### config.mk
export PLATFORM = sky130hd
export DESIGN_NAME = sdram_cmd_ctrl
export DESIGN_NICKNAME = d
export VERILOG_FILES = /design/src/rtl/sdram_ctrl_pkg.sv /design/src/rtl/sdram_addr_map.sv /design/src/rtl/sdram_wait_timer.sv /design/src/rtl/sdram_refresh_timer.sv /design/src/rtl/sdram_cmd_ctrl.sv
export SDC_FILE = /design/constraint.sdc
export NUM_CORES = 1
export LEC_CHECK = 0
export ABC_AREA = 1
export BUFFER_PORTS_ARGS = -buffer_cell sky130_fd_sc_hd__buf_2
export CORE_MARGIN = 2
export CORE_UTILIZATION = 52
export CTS_BUF_LIST = sky130_fd_sc_hd__clkbuf_16
export CTS_CLUSTER_DIAMETER = 30
export DETAILED_ROUTE_END_ITERATION = 8
export GPL_TIMING_DRIVEN = 1
export PLACE_DENSITY = 0.9
export SYNTH_ARGS = -nofsm -noshare
export SYNTH_HDL_FRONTEND = slang
export SYNTH_SLANG_ARGS = --single-unit
### constraint.sdc
create_clock -name clk -period 2 [get_ports clk]
set_clock_uncertainty 0.05 [all_clocks]
set_input_delay 0.4 -clock clk [delete_from_list [all_inputs] [get_ports clk]]
set_output_delay 0.4 -clock clk [all_outputs]
set_load 0.1 [all_outputs]
### src/rtl/sdram_ctrl_pkg.sv
package sdram_ctrl_pkg;

    // {cs_n, ras_n, cas_n, we_n}
    typedef enum logic [3:0] {
        CMD_LMR = 4'b0000,
        CMD_REF = 4'b0001,
        CMD_PRE = 4'b0010,
        CMD_ACT = 4'b0011,
        CMD_WR  = 4'b0100,
        CMD_RD  = 4'b0101,
        CMD_NOP = 4'b0111
    } sd_cmd_e;

    typedef enum logic [4:0] {
        ST_PWR_WAIT,
        ST_INIT_PRE,
        ST_INIT_PRE_WAIT,
        ST_INIT_REF,
        ST_INIT_REF_WAIT,
        ST_INIT_LMR,
        ST_INIT_LMR_WAIT,
        ST_IDLE,
        ST_REF,
        ST_REF_WAIT,
        ST_ACT,
        ST_ACT_WAIT,
        ST_READ,
        ST_READ_WAIT,
        ST_READ_CAP,
        ST_WRITE,
        ST_WRITE_REC,
        ST_PRE,
        ST_PRE_WAIT
    } ctrl_state_e;

endpackage

### src/rtl/sdram_addr_map.sv
module sdram_addr_map #(
    parameter int COL_W  = 8,
    parameter int BANK_W = 2,
    parameter int ROW_W  = 12,
    localparam int ADDR_W = ROW_W + BANK_W + COL_W
) (
    input  logic [ADDR_W-1:0] flat_addr,
    output logic [COL_W-1:0]  col,
    output logic [BANK_W-1:0] bank,
    output logic [ROW_W-1:0]  row
);
    assign col  = flat_addr[COL_W-1:0];
    assign bank = flat_addr[COL_W +: BANK_W];
    assign row  = flat_addr[COL_W+BANK_W +: ROW_W];
endmodule

### src/rtl/sdram_wait_timer.sv
module sdram_wait_timer #(
    parameter int CNT_W       = 8,
    parameter int RESET_COUNT = 0
) (
    input  logic             clk,
    input  logic             rst_n,
    input  logic             load,
    input  logic [CNT_W-1:0] load_val,
    output logic             done
);
    logic [CNT_W-1:0] cnt_q;

    always_ff @(posedge clk) begin
        if (!rst_n)              cnt_q <= CNT_W'(RESET_COUNT);
        else if (load)           cnt_q <= load_val;
        else if (cnt_q != '0)    cnt_q <= cnt_q - 1'b1;
    end

    assign done = (cnt_q == '0);

    // a running count never stalls
    a_r5_timer_moves: assert property (@(posedge clk) disable iff (!rst_n)
        (!done && !load) |=> (cnt_q == $past(cnt_q) - 1'b1));
endmodule

### src/rtl/sdram_refresh_timer.sv
module sdram_refresh_timer #(
    parameter int PERIOD = 1560,
    localparam int CW = $clog2(PERIOD + 1)
) (
    input  logic clk,
    input  logic rst_n,
    input  logic ack,
    output logic pending
);
    logic [CW-1:0] cnt_q;
    logic          tick;

    assign tick = (cnt_q == CW'(PERIOD - 1));

    always_ff @(posedge clk) begin
        if (!rst_n) begin
            cnt_q   <= '0;
            pending <= 1'b0;
        end else begin
            cnt_q <= tick ? '0 : cnt_q + 1'b1;
            if (tick)     pending <= 1'b1;
            else if (ack) pending <= 1'b0;
        end
    end

    // a due refresh is not dropped before it is served
    a_r9_pending_held: assert property (@(posedge clk) disable iff (!rst_n)
        (pending && !ack) |=> pending);
endmodule

### src/rtl/sdram_cmd_ctrl.sv
module sdram_cmd_ctrl
    import sdram_ctrl_pkg::*;
#(
    parameter int DATA_W     = 16,
    parameter int COL_W      = 8,
    parameter int BANK_W     = 2,
    parameter int ROW_W      = 12,
    parameter int CAS_LAT    = 3,
    parameter int T_RCD      = 3,
    parameter int T_RP       = 3,
    parameter int T_WR       = 2,
    parameter int T_RFC      = 10,
    parameter int T_MRD      = 2,
    parameter int INIT_WAIT  = 10000,
    parameter int REF_PERIOD = 1560,
    localparam int ADDR_W    = ROW_W + BANK_W + COL_W
) (
    input  logic              clk,
    input  logic              rst_n,
    input  logic              req_valid,
    input  logic              req_write,
    input  logic [ADDR_W-1:0] req_addr,
    input  logic [DATA_W-1:0] req_wdata,
    output logic              req_ready,
    output logic              rd_valid,
    output logic [DATA_W-1:0] rd_data,
    output logic              sd_cs_n,
    output logic              sd_ras_n,
    output logic              sd_cas_n,
    output logic              sd_we_n,
    output logic [BANK_W-1:0] sd_ba,
    output logic [ROW_W-1:0]  sd_addr,
    output logic [DATA_W-1:0] sd_dq_out,
    output logic              sd_dq_oe,
    input  logic [DATA_W-1:0] sd_dq_in
);
    localparam int NUM_BANKS = 1 << BANK_W;
    localparam int CNT_W = $clog2(INIT_WAIT + T_RFC + T_RP + T_RCD + CAS_LAT + T_WR + T_MRD + 1);
    localparam logic [ROW_W-1:0] MODE_WORD = ROW_W'(CAS_LAT << 4);

    ctrl_state_e state_q, state_d;
    sd_cmd_e     cmd;

    logic [COL_W-1:0]  map_col,  col_q;
    logic [BANK_W-1:0] map_bank, bank_q;
    logic [ROW_W-1:0]  map_row,  row_q;
    logic              write_q;
    logic [DATA_W-1:0] wdata_q;
    logic              init_ref2_q;

    logic             tmr_load, tmr_done;
    logic [CNT_W-1:0] tmr_val;
    logic             ref_pending, ref_ack, accept;

    sdram_addr_map #(.COL_W(COL_W), .BANK_W(BANK_W), .ROW_W(ROW_W)) u_map (
        .flat_addr(req_addr), .col(map_col), .bank(map_bank), .row(map_row)
    );

    sdram_wait_timer #(.CNT_W(CNT_W), .RESET_COUNT(INIT_WAIT - 1)) u_wait (
        .clk(clk), .rst_n(rst_n), .load(tmr_load), .load_val(tmr_val), .done(tmr_done)
    );

    sdram_refresh_timer #(.PERIOD(REF_PERIOD)) u_refresh (
        .clk(clk), .rst_n(rst_n), .ack(ref_ack), .pending(ref_pending)
    );

    assign req_ready = (state_q == ST_IDLE) && !ref_pending;
    assign accept    = req_ready && req_valid;
    assign ref_ack   = (state_q == ST_REF);

    // state register
    always_ff @(posedge clk) begin
        if (!rst_n) state_q <= ST_PWR_WAIT;
        else        state_q <= state_d;
    end

    // next state and wait loads
    always_comb begin
        state_d  = state_q;
        tmr_load = 1'b0;
        tmr_val  = '0;
        unique case (state_q)
            ST_PWR_WAIT:      if (tmr_done) state_d = ST_INIT_PRE;
            ST_INIT_PRE: begin
                state_d = ST_INIT_PRE_WAIT; tmr_load = 1'b1; tmr_val = CNT_W'(T_RP - 2);
            end
            ST_INIT_PRE_WAIT: if (tmr_done) state_d = ST_INIT_REF;
            ST_INIT_REF: begin
                state_d = ST_INIT_REF_WAIT; tmr_load = 1'b1; tmr_val = CNT_W'(T_RFC - 2);
            end
            ST_INIT_REF_WAIT: if (tmr_done) state_d = init_ref2_q ? ST_INIT_LMR : ST_INIT_REF;
            ST_INIT_LMR: begin
                state_d = ST_INIT_LMR_WAIT; tmr_load = 1'b1; tmr_val = CNT_W'(T_MRD - 2);
            end
            ST_INIT_LMR_WAIT: if (tmr_done) state_d = ST_IDLE;
            ST_IDLE: begin
                if (ref_pending) state_d = ST_REF;
                else if (accept) state_d = ST_ACT;
            end
            ST_REF: begin
                state_d = ST_REF_WAIT; tmr_load = 1'b1; tmr_val = CNT_W'(T_RFC - 2);
            end
            ST_REF_WAIT:      if (tmr_done) state_d = ST_IDLE;
            ST_ACT: begin
                state_d = ST_ACT_WAIT; tmr_load = 1'b1; tmr_val = CNT_W'(T_RCD - 2);
            end
            ST_ACT_WAIT:      if (tmr_done) state_d = write_q ? ST_WRITE : ST_READ;
            ST_READ: begin
                state_d = ST_READ_WAIT; tmr_load = 1'b1; tmr_val = CNT_W'(CAS_LAT - 2);
            end
            ST_READ_WAIT:     if (tmr_done) state_d = ST_READ_CAP;
            ST_READ_CAP:      state_d = ST_PRE;
            ST_WRITE: begin
                state_d = ST_WRITE_REC; tmr_load = 1'b1; tmr_val = CNT_W'(T_WR - 1);
            end
            ST_WRITE_REC:     if (tmr_done) state_d = ST_PRE;
            ST_PRE: begin
                state_d = ST_PRE_WAIT; tmr_load = 1'b1; tmr_val = CNT_W'(T_RP - 2);
            end
            ST_PRE_WAIT:      if (tmr_done) state_d = ST_IDLE;
            default:          state_d = ST_PWR_WAIT;
        endcase
    end

    // command outputs
    always_comb begin
        cmd      = CMD_NOP;
        sd_ba    = '0;
        sd_addr  = '0;
        sd_dq_oe = 1'b0;
        unique case (state_q)
            ST_INIT_PRE: begin cmd = CMD_PRE; sd_addr[10] = 1'b1; end
            ST_INIT_REF, ST_REF: cmd = CMD_REF;
            ST_INIT_LMR: begin cmd = CMD_LMR; sd_addr = MODE_WORD; end
            ST_ACT:      begin cmd = CMD_ACT; sd_ba = bank_q; sd_addr = row_q; end
            ST_READ:     begin cmd = CMD_RD;  sd_ba = bank_q; sd_addr[COL_W-1:0] = col_q; end
            ST_WRITE: begin
                cmd = CMD_WR; sd_ba = bank_q; sd_addr[COL_W-1:0] = col_q; sd_dq_oe = 1'b1;
            end
            ST_PRE:      begin cmd = CMD_PRE; sd_ba = bank_q; end
            default:     cmd = CMD_NOP;
        endcase
    end

    assign {sd_cs_n, sd_ras_n, sd_cas_n, sd_we_n} = cmd;
    assign sd_dq_out = wdata_q;

    // request latch, init bookkeeping and read capture
    always_ff @(posedge clk) begin
        if (!rst_n) begin
            col_q <= '0; bank_q <= '0; row_q <= '0; write_q <= 1'b0; wdata_q <= '0;
            init_ref2_q <= 1'b0;
            rd_valid <= 1'b0; rd_data <= '0;
        end else begin
            if (accept) begin
                col_q <= map_col; bank_q <= map_bank; row_q <= map_row;
                write_q <= req_write; wdata_q <= req_wdata;
            end
            if (state_q == ST_INIT_REF_WAIT && tmr_done) init_ref2_q <= 1'b1;
            rd_valid <= (state_q == ST_READ_CAP);
            if (state_q == ST_READ_CAP) rd_data <= sd_dq_in;
        end
    end

    // ---- bank tracker watching the command pins, used only by assertions ----
    logic [NUM_BANKS-1:0] open_q;
    logic                 init_done_q;
    always_ff @(posedge clk) begin
        if (!rst_n) begin
            open_q <= '0; init_done_q <= 1'b0;
        end else begin
            if (cmd == CMD_ACT) open_q[sd_ba] <= 1'b1;
            if (cmd == CMD_PRE) begin
                if (sd_addr[10]) open_q <= '0;
                else             open_q[sd_ba] <= 1'b0;
            end
            if (cmd == CMD_LMR) init_done_q <= 1'b1;
        end
    end

    a_r9_refresh_all_closed: assert property (@(posedge clk) disable iff (!rst_n)
        (cmd == CMD_REF) |-> (open_q == '0));
    a_r8_act_to_closed_bank: assert property (@(posedge clk) disable iff (!rst_n)
        (cmd == CMD_ACT) |-> !open_q[sd_ba]);
    a_r5_column_to_open_bank: assert property (@(posedge clk) disable iff (!rst_n)
        (cmd == CMD_RD || cmd == CMD_WR) |-> open_q[sd_ba]);
    a_r6_rd_valid_pulse: assert property (@(posedge clk) disable iff (!rst_n)
        rd_valid |=> !rd_valid);
    a_r7_write_recovery_nop: assert property (@(posedge clk) disable iff (!rst_n)
        (cmd == CMD_WR) |=> (cmd == CMD_NOP));
    a_r3_no_ready_before_mode: assert property (@(posedge clk) disable iff (!rst_n)
        !init_done_q |-> !req_ready);
endmodule

== Word level (Yosys, flattened, before mapping) ==
Index checks and enable logic that the tools add are counted.

* Logic and storage cells: 85
* Output and inout bits: 53
* Bits of input ports: 58
* Register bits after elaboration: 88

* Equal/unequal tests: 27
* Add/subtract/negate cells: 2
* Reductions and logical operators: 18
* Multiplexer cells: 25
* Bitwise gates (word level): 1

{| class="wikitable"
|+ Operators with widths
! operator !! count
|-
| $pmux W5 S17 || 1
|-
| $mux W5 || 9
|-
| $eq A5 B4 Y1 const B || 8
|-
| $mux W14 || 2
|-
| $pmux W8 S3 || 1
|-
| $eq A5 B3 Y1 const B || 4
|-
| $pmux W3 S6 || 1
|-
| $eq A5 B5 Y1 const B || 3
|-
| $logic_not A14 Y1 || 1
|-
| $reduce_bool A14 Y1 || 1
|-
| $sub A14 B1 Y14 const B || 1
|-
| $ne A2 B2 Y1 const B || 6
|-
| $add A11 B1 Y11 const B || 1
|-
| $eq A11 B11 Y1 const B || 1
|-
| $eq A5 B2 Y1 const B || 2
|-
| $pmux W4 S2 || 1
|-
| $reduce_and A8 Y1 || 1
|-
| $reduce_or A2 Y1 || 4
|-
| $reduce_or A8 Y1 || 1
|-
| $mux W2 || 3
|-
| $eq A5 B1 Y1 const B || 1
|-
| $logic_not A5 Y1 || 1
|-
| $mux W1 || 5
|-
| $reduce_or A5 Y1 || 1
|-
| other kinds (10) || 13
|}

== Logic depth before layout (Yosys ltp) ==
* Word-level depth: 6
* Depth in mapped cells: 13
* Depth with buffers taken out: 12

== Hierarchy ==
Synthesis repeated with hierarchy kept, for this count alone.

* Cell total of the unflattened synthesis: 644
* Area, all modules: 4555.6 µm²

{| class="wikitable"
|+ By module, submodules not included
! module !! seq. area each (µm²) !! cells an instance !! area an instance (µm²) !! times used
|-
| sdram_cmd_ctrl || 1241.2 || 393 || 2851.5 || 1
|-
| sdram_wait_timer || 280.3 || 148 || 930.9 || 1
|-
| sdram_refresh_timer || 240.2 || 81 || 608.1 || 1
|-
| sdram_addr_map || 0.0 || 22 || 165.2 || 1
|}

== Worst setup path before layout ==
OpenSTA, ideal clock, no wires.

* Path kind: register to output
* Start: register state_q[3]
* End: output sd_addr[10]
* Data required time: 1.550 ns
* Path slack: -1.502 ns
* Data arrival time: 3.052 ns
* Path buffers: 1
* Stages on the path, launching flop included: 6
* Cell sequence: dfxtp_1 buf_2 nand2_1 nor2_1 nand2_1 o21ai_0

* Cells in the longest elaborated chain, start to end: 2
* Elaborated cells on any way between the ends: 3
* Classes of those cells: eq/ne: 2; mux: 1

{| class="wikitable"
|+ Ends and longest elaborated chain
! what !! RTL line !! text
|-
| start: declaration || sdram_cmd_ctrl.sv:41 || <nowiki>ctrl_state_e state_q, state_d;</nowiki>
|-
| start signal: assignment || sdram_cmd_ctrl.sv:74 || <nowiki>else state_q <= state_d;</nowiki>
|-
| $eq A5 B4 Y1 or $eq A5 B1 Y1 (tied branches) || sdram_cmd_ctrl.sv:131 || <nowiki>unique case (state_q)</nowiki>
|-
| $pmux W1 S2 (*) || sdram_cmd_ctrl.sv:131 ||
|-
| end: declaration || sdram_cmd_ctrl.sv:32 || <nowiki>output logic [ROW_W-1:0] sd_addr,</nowiki>
|}

Every way passes the cells marked *; elsewhere a longest branch is shown, timed or not.

== Worst setup path in the final report ==
* Start: register state_q[3]
* End: output sd_ba[1]

* Cells in the longest elaborated chain, start to end: 3
* Elaborated cells on any way between the ends: 6
* Classes of those cells: eq/ne: 4; mux: 1; reduce/logical: 1

{| class="wikitable"
|+ Ends and longest elaborated chain
! what !! RTL line !! text
|-
| $eq A5 B4 Y1 or $eq A5 B5 Y1 (tied branches) || sdram_cmd_ctrl.sv:131 ||
|-
| $reduce_or A4 Y1 (no source line) (*) || - ||
|-
| $mux W2 (*) || sdram_cmd_ctrl.sv:131 ||
|-
| end: declaration || sdram_cmd_ctrl.sv:31 || <nowiki>output logic [BANK_W-1:0] sd_ba,</nowiki>
|}

Marks and branches as above.

==> metrics.txt <==
status complete, but fails checks; failing checks negative setup slack; synth-to-layout area growth 46.0%; clock sinks 88; final WL 13500 µm; Peak Freq 423 MHz; Final HPWL DP 8220 µm; CP endpoint kind primary output; post-synthesis mux area share 0%; Gate power share 4.6%; most common cell in the netlist dfxtp_1; Reg clk slew, reported paths 70 ps; Req. time, crit path 1550 ps; row cnt 32; CP Class flop to primary output; Die Wd 92.1 µm; Core Box Area 7610 µm²; WHS 261 ps; Initial Utilization 53.1%; post-synth top area share 43.6%; fin area 5900 µm²; Main synth FF type dfxtp_1; syn nets 609; crit path launch type flop; CTS Buf Count 9; # DRC 0; CP delay by family, top simple AND/OR/NAND/NOR gates; fin crit share 118%; Worst Max-Slew Pin Slew 533 ps; Slew headroom 64.4%; Post-Synthesis Cells 548; largest area contributor in the netlist dfxtp_1; Max stage delay on crit path 380 ps; drt wl/cell 17.0 µm; share of cells above drive strength 1 34.1%; Die Y 92.1 µm; Final Max Slew Viols 0; sequential share of power 50.5%; XOR/XNOR Fraction of Synth Area 2.82%; internal power 2.66 mW; Simple-Gate Fraction of Synth Area 30.2%; Worst Hold Path EP rd_data[14]; DR vias 4528; VDD IR max 0.402 mV; Synth Cell Area 4040 µm²; setup violators final 17; Reg2Reg Setup Slack 60 ps; Clock power frac 44.9%; ANT nets after route 0; Layout Nets 749; mean area per synthesized cell 7.37 µm²; Bufs and invs on worst path 3; Post-DP Area 5320 µm²; Final Core Density 77.5%; #FFs+latches synth 88; 1st-pass router iterations 5; worst-skew pair later-pin latency 340 ps; RSZ-0062 raised after global routing yes; Setup WS post-layout -362 ps; sequential share of the synthesized area 43.6%; combinational family with the most area after synthesis simple AND/OR/NAND/NOR gates; Sw Ratio 23.7%; static leakage 2.42 nW; Critical Path Start state_q[3]; worst path cell trace nor2_4, buf_4, nand2_2, nor2_1, a2111oi_2, buf_4, nor2_4, buf_12; CTS HTree Levels 3; CTS tree built; top post-synthesis cells by area dfxtp_1 (44%), nor2_1 (7.9%), nand2_1 (7.2%), nand3_1 (6.4%), a21oi_1 (6.3%); Post-synth ARST share 0%; Switch Pwr 0.826 mW; number of port buffers 109; vias in the first global route 4402; post-synthesis cell type count 37; CP max stage cell dfxtp_4; Pwr Density 592 nW/µm²; GRT Total Usage 29.9%; min-delay src sd_dq_in[14]; Reg2Reg Depth 9; Hold WC Path Type primary input to flop; first-pass GRT wire length 20200 µm; Placer Congestion 0.913; max cap viols 0; initial antenna violation count 1; Initial DRC Count 254; CP arrival 1910 ps; highest net fanout along the worst path 5; largest net degree at the start of global routing 52; fin crit period 2360 ps; vias per cell 5.69; hold path cells 3; Synth top cells by count dfxtp_1 (88), nor2_1 (85), nand2_1 (77), nand3_1 (52), a21oi_1 (51); YS warnings 0; Post-synth EDFFs 0; Total Power 3.49 mW; largest buffer count on any clock path 2; Hold Fails Final Rpt 0; Synth Area in Adders 0.929%; pre-CTS setup slack -32.2 ps; GRT Residual Overflow 0; CTS Root Cell clkbuf_16; post-synthesis compound-gate area fraction 14.0%; io pins 111; die area 8490 µm²; RR Startpoint state_q[3]; reg2reg end col_q[5]
==> registers in the layout, indices dropped and copies added, names as in the netlist <==
signal / cells
rd_valid: 1
u_wait.cnt_q: 14
col_q: 8
u_refresh.pending: 1
sd_dq_out: 16
bank_q: 2
row_q: 12
rd_data: 16
write_q: 1
u_refresh.cnt_q: 11
state_q: 5
init_ref2_q: 1
==> cells by family (layout without fill, tap and decap cells) <==
logic type,Yosys count,after routing
AND/OR/NAND/NOR,254,254
adder cells (fa/ha/maj),3,3
AO/OA/AOI/OAI,107,107
XOR/XNOR,13,13
buffers and inverters,82,227
flip-flops,88,88
other,1,2
==> how the worst max path moves through the flow <==
stage | slack [ps] | endpoint | cells after the start
finish | -360 | sd_ba[1] | 8
global route | -380 | sd_ba[1] | 8
CTS | -230 | sd_we_n | 11
detailed placement | -30 | sd_we_n | 10
global placement | -10 | sd_we_n | 10
floorplan | -390 | sd_addr[4] | 5
==> layout make-up <==
class / instances / area (µm²)
multi-input cells: 378 / 2250
flip-flops and latches: 88 / 1780
fillers: 481 / 1710
repair buffers: 154 / 1240
clock buffers: 9 / 225
inverters: 57 / 221
well taps: 102 / 128
clock inverters: 7 / 47.5
diodes: 1 / 2.50
==> per-layer routing <==
layer  vias up  wire length (µm)  track usage (%)
met4         0               675             15.8
li1       2088                 -                -
met2       272              6760             54.2
met1      2106              5050             32.6
met3        62              1030             6.08
met5         -                 0                0
==> power groups by stage <==
stage                     combinational, mW  sequential (mW)  clock, mW
final                                 0.160             1.76       1.57
after global routing                  0.176             1.76       1.62
after CTS                             0.154             1.76       1.55
after detailed placement              0.151             1.81          0
after global placement                0.144             1.81          0
after floorplan                      0.0765             1.81          0
==> cell usage in the layout, fill, tap and decap left out, types with 3 or more instances in the layout <==
| cell type | synthesis | layout |
|---|---|---|
| a21oi_1 | 51 | 51 |
| buf_12 | 0 | 22 |
| buf_2 | 7 | 90 |
| buf_4 | 1 | 37 |
| buf_6 | 2 | 3 |
| clkbuf_16 | 0 | 9 |
| dfxtp_1 | 88 | 83 |
| dfxtp_4 | 0 | 5 |
| ha_1 | 3 | 3 |
| inv_1 | 49 | 49 |
| inv_2 | 8 | 7 |
| inv_4 | 0 | 3 |
| nand2_1 | 77 | 68 |
| nand2_2 | 1 | 6 |
| nand2_4 | 1 | 5 |
| nand3_1 | 52 | 49 |
| nand3_4 | 2 | 5 |
| nand4_1 | 5 | 5 |
| nor2_1 | 85 | 76 |
| nor2_4 | 1 | 13 |
| nor3_1 | 8 | 7 |
| nor4_2 | 4 | 4 |
| o21ai_0 | 44 | 43 |
| o22ai_4 | 0 | 6 |
| xnor2_1 | 10 | 10 |
| xor2_1 | 3 | 3 |
==> timing repair <==
action,in CTS,in global routing
cloned,1,0
setup buffers,4,13
setup endpoints to repair,18,19
pin swaps,7,16
hold buffers,0,0
gates resized for setup,32,16
==> metrics by stage <==
stage / instances / setup TNS [ps]
finish: 796 / -3740
global route: 796 / -4280
CTS: 784 / -1920
detailed placement: 763 / -32.2
global placement: 763 / -11.6
floorplan: 548 / -4550
==> worst reg2reg max path, cell delays in order (launching register included) <==
cell and delay [ps]:
dfxtp_4 380, buf_4 170, nor2_4 100, buf_4 160, nand3_4 100, inv_4 100, nand2_2 110, buf_12 220
o21ai_0 320, a21oi_1 100
No activity file was read; power rests on OpenSTA's default activity.
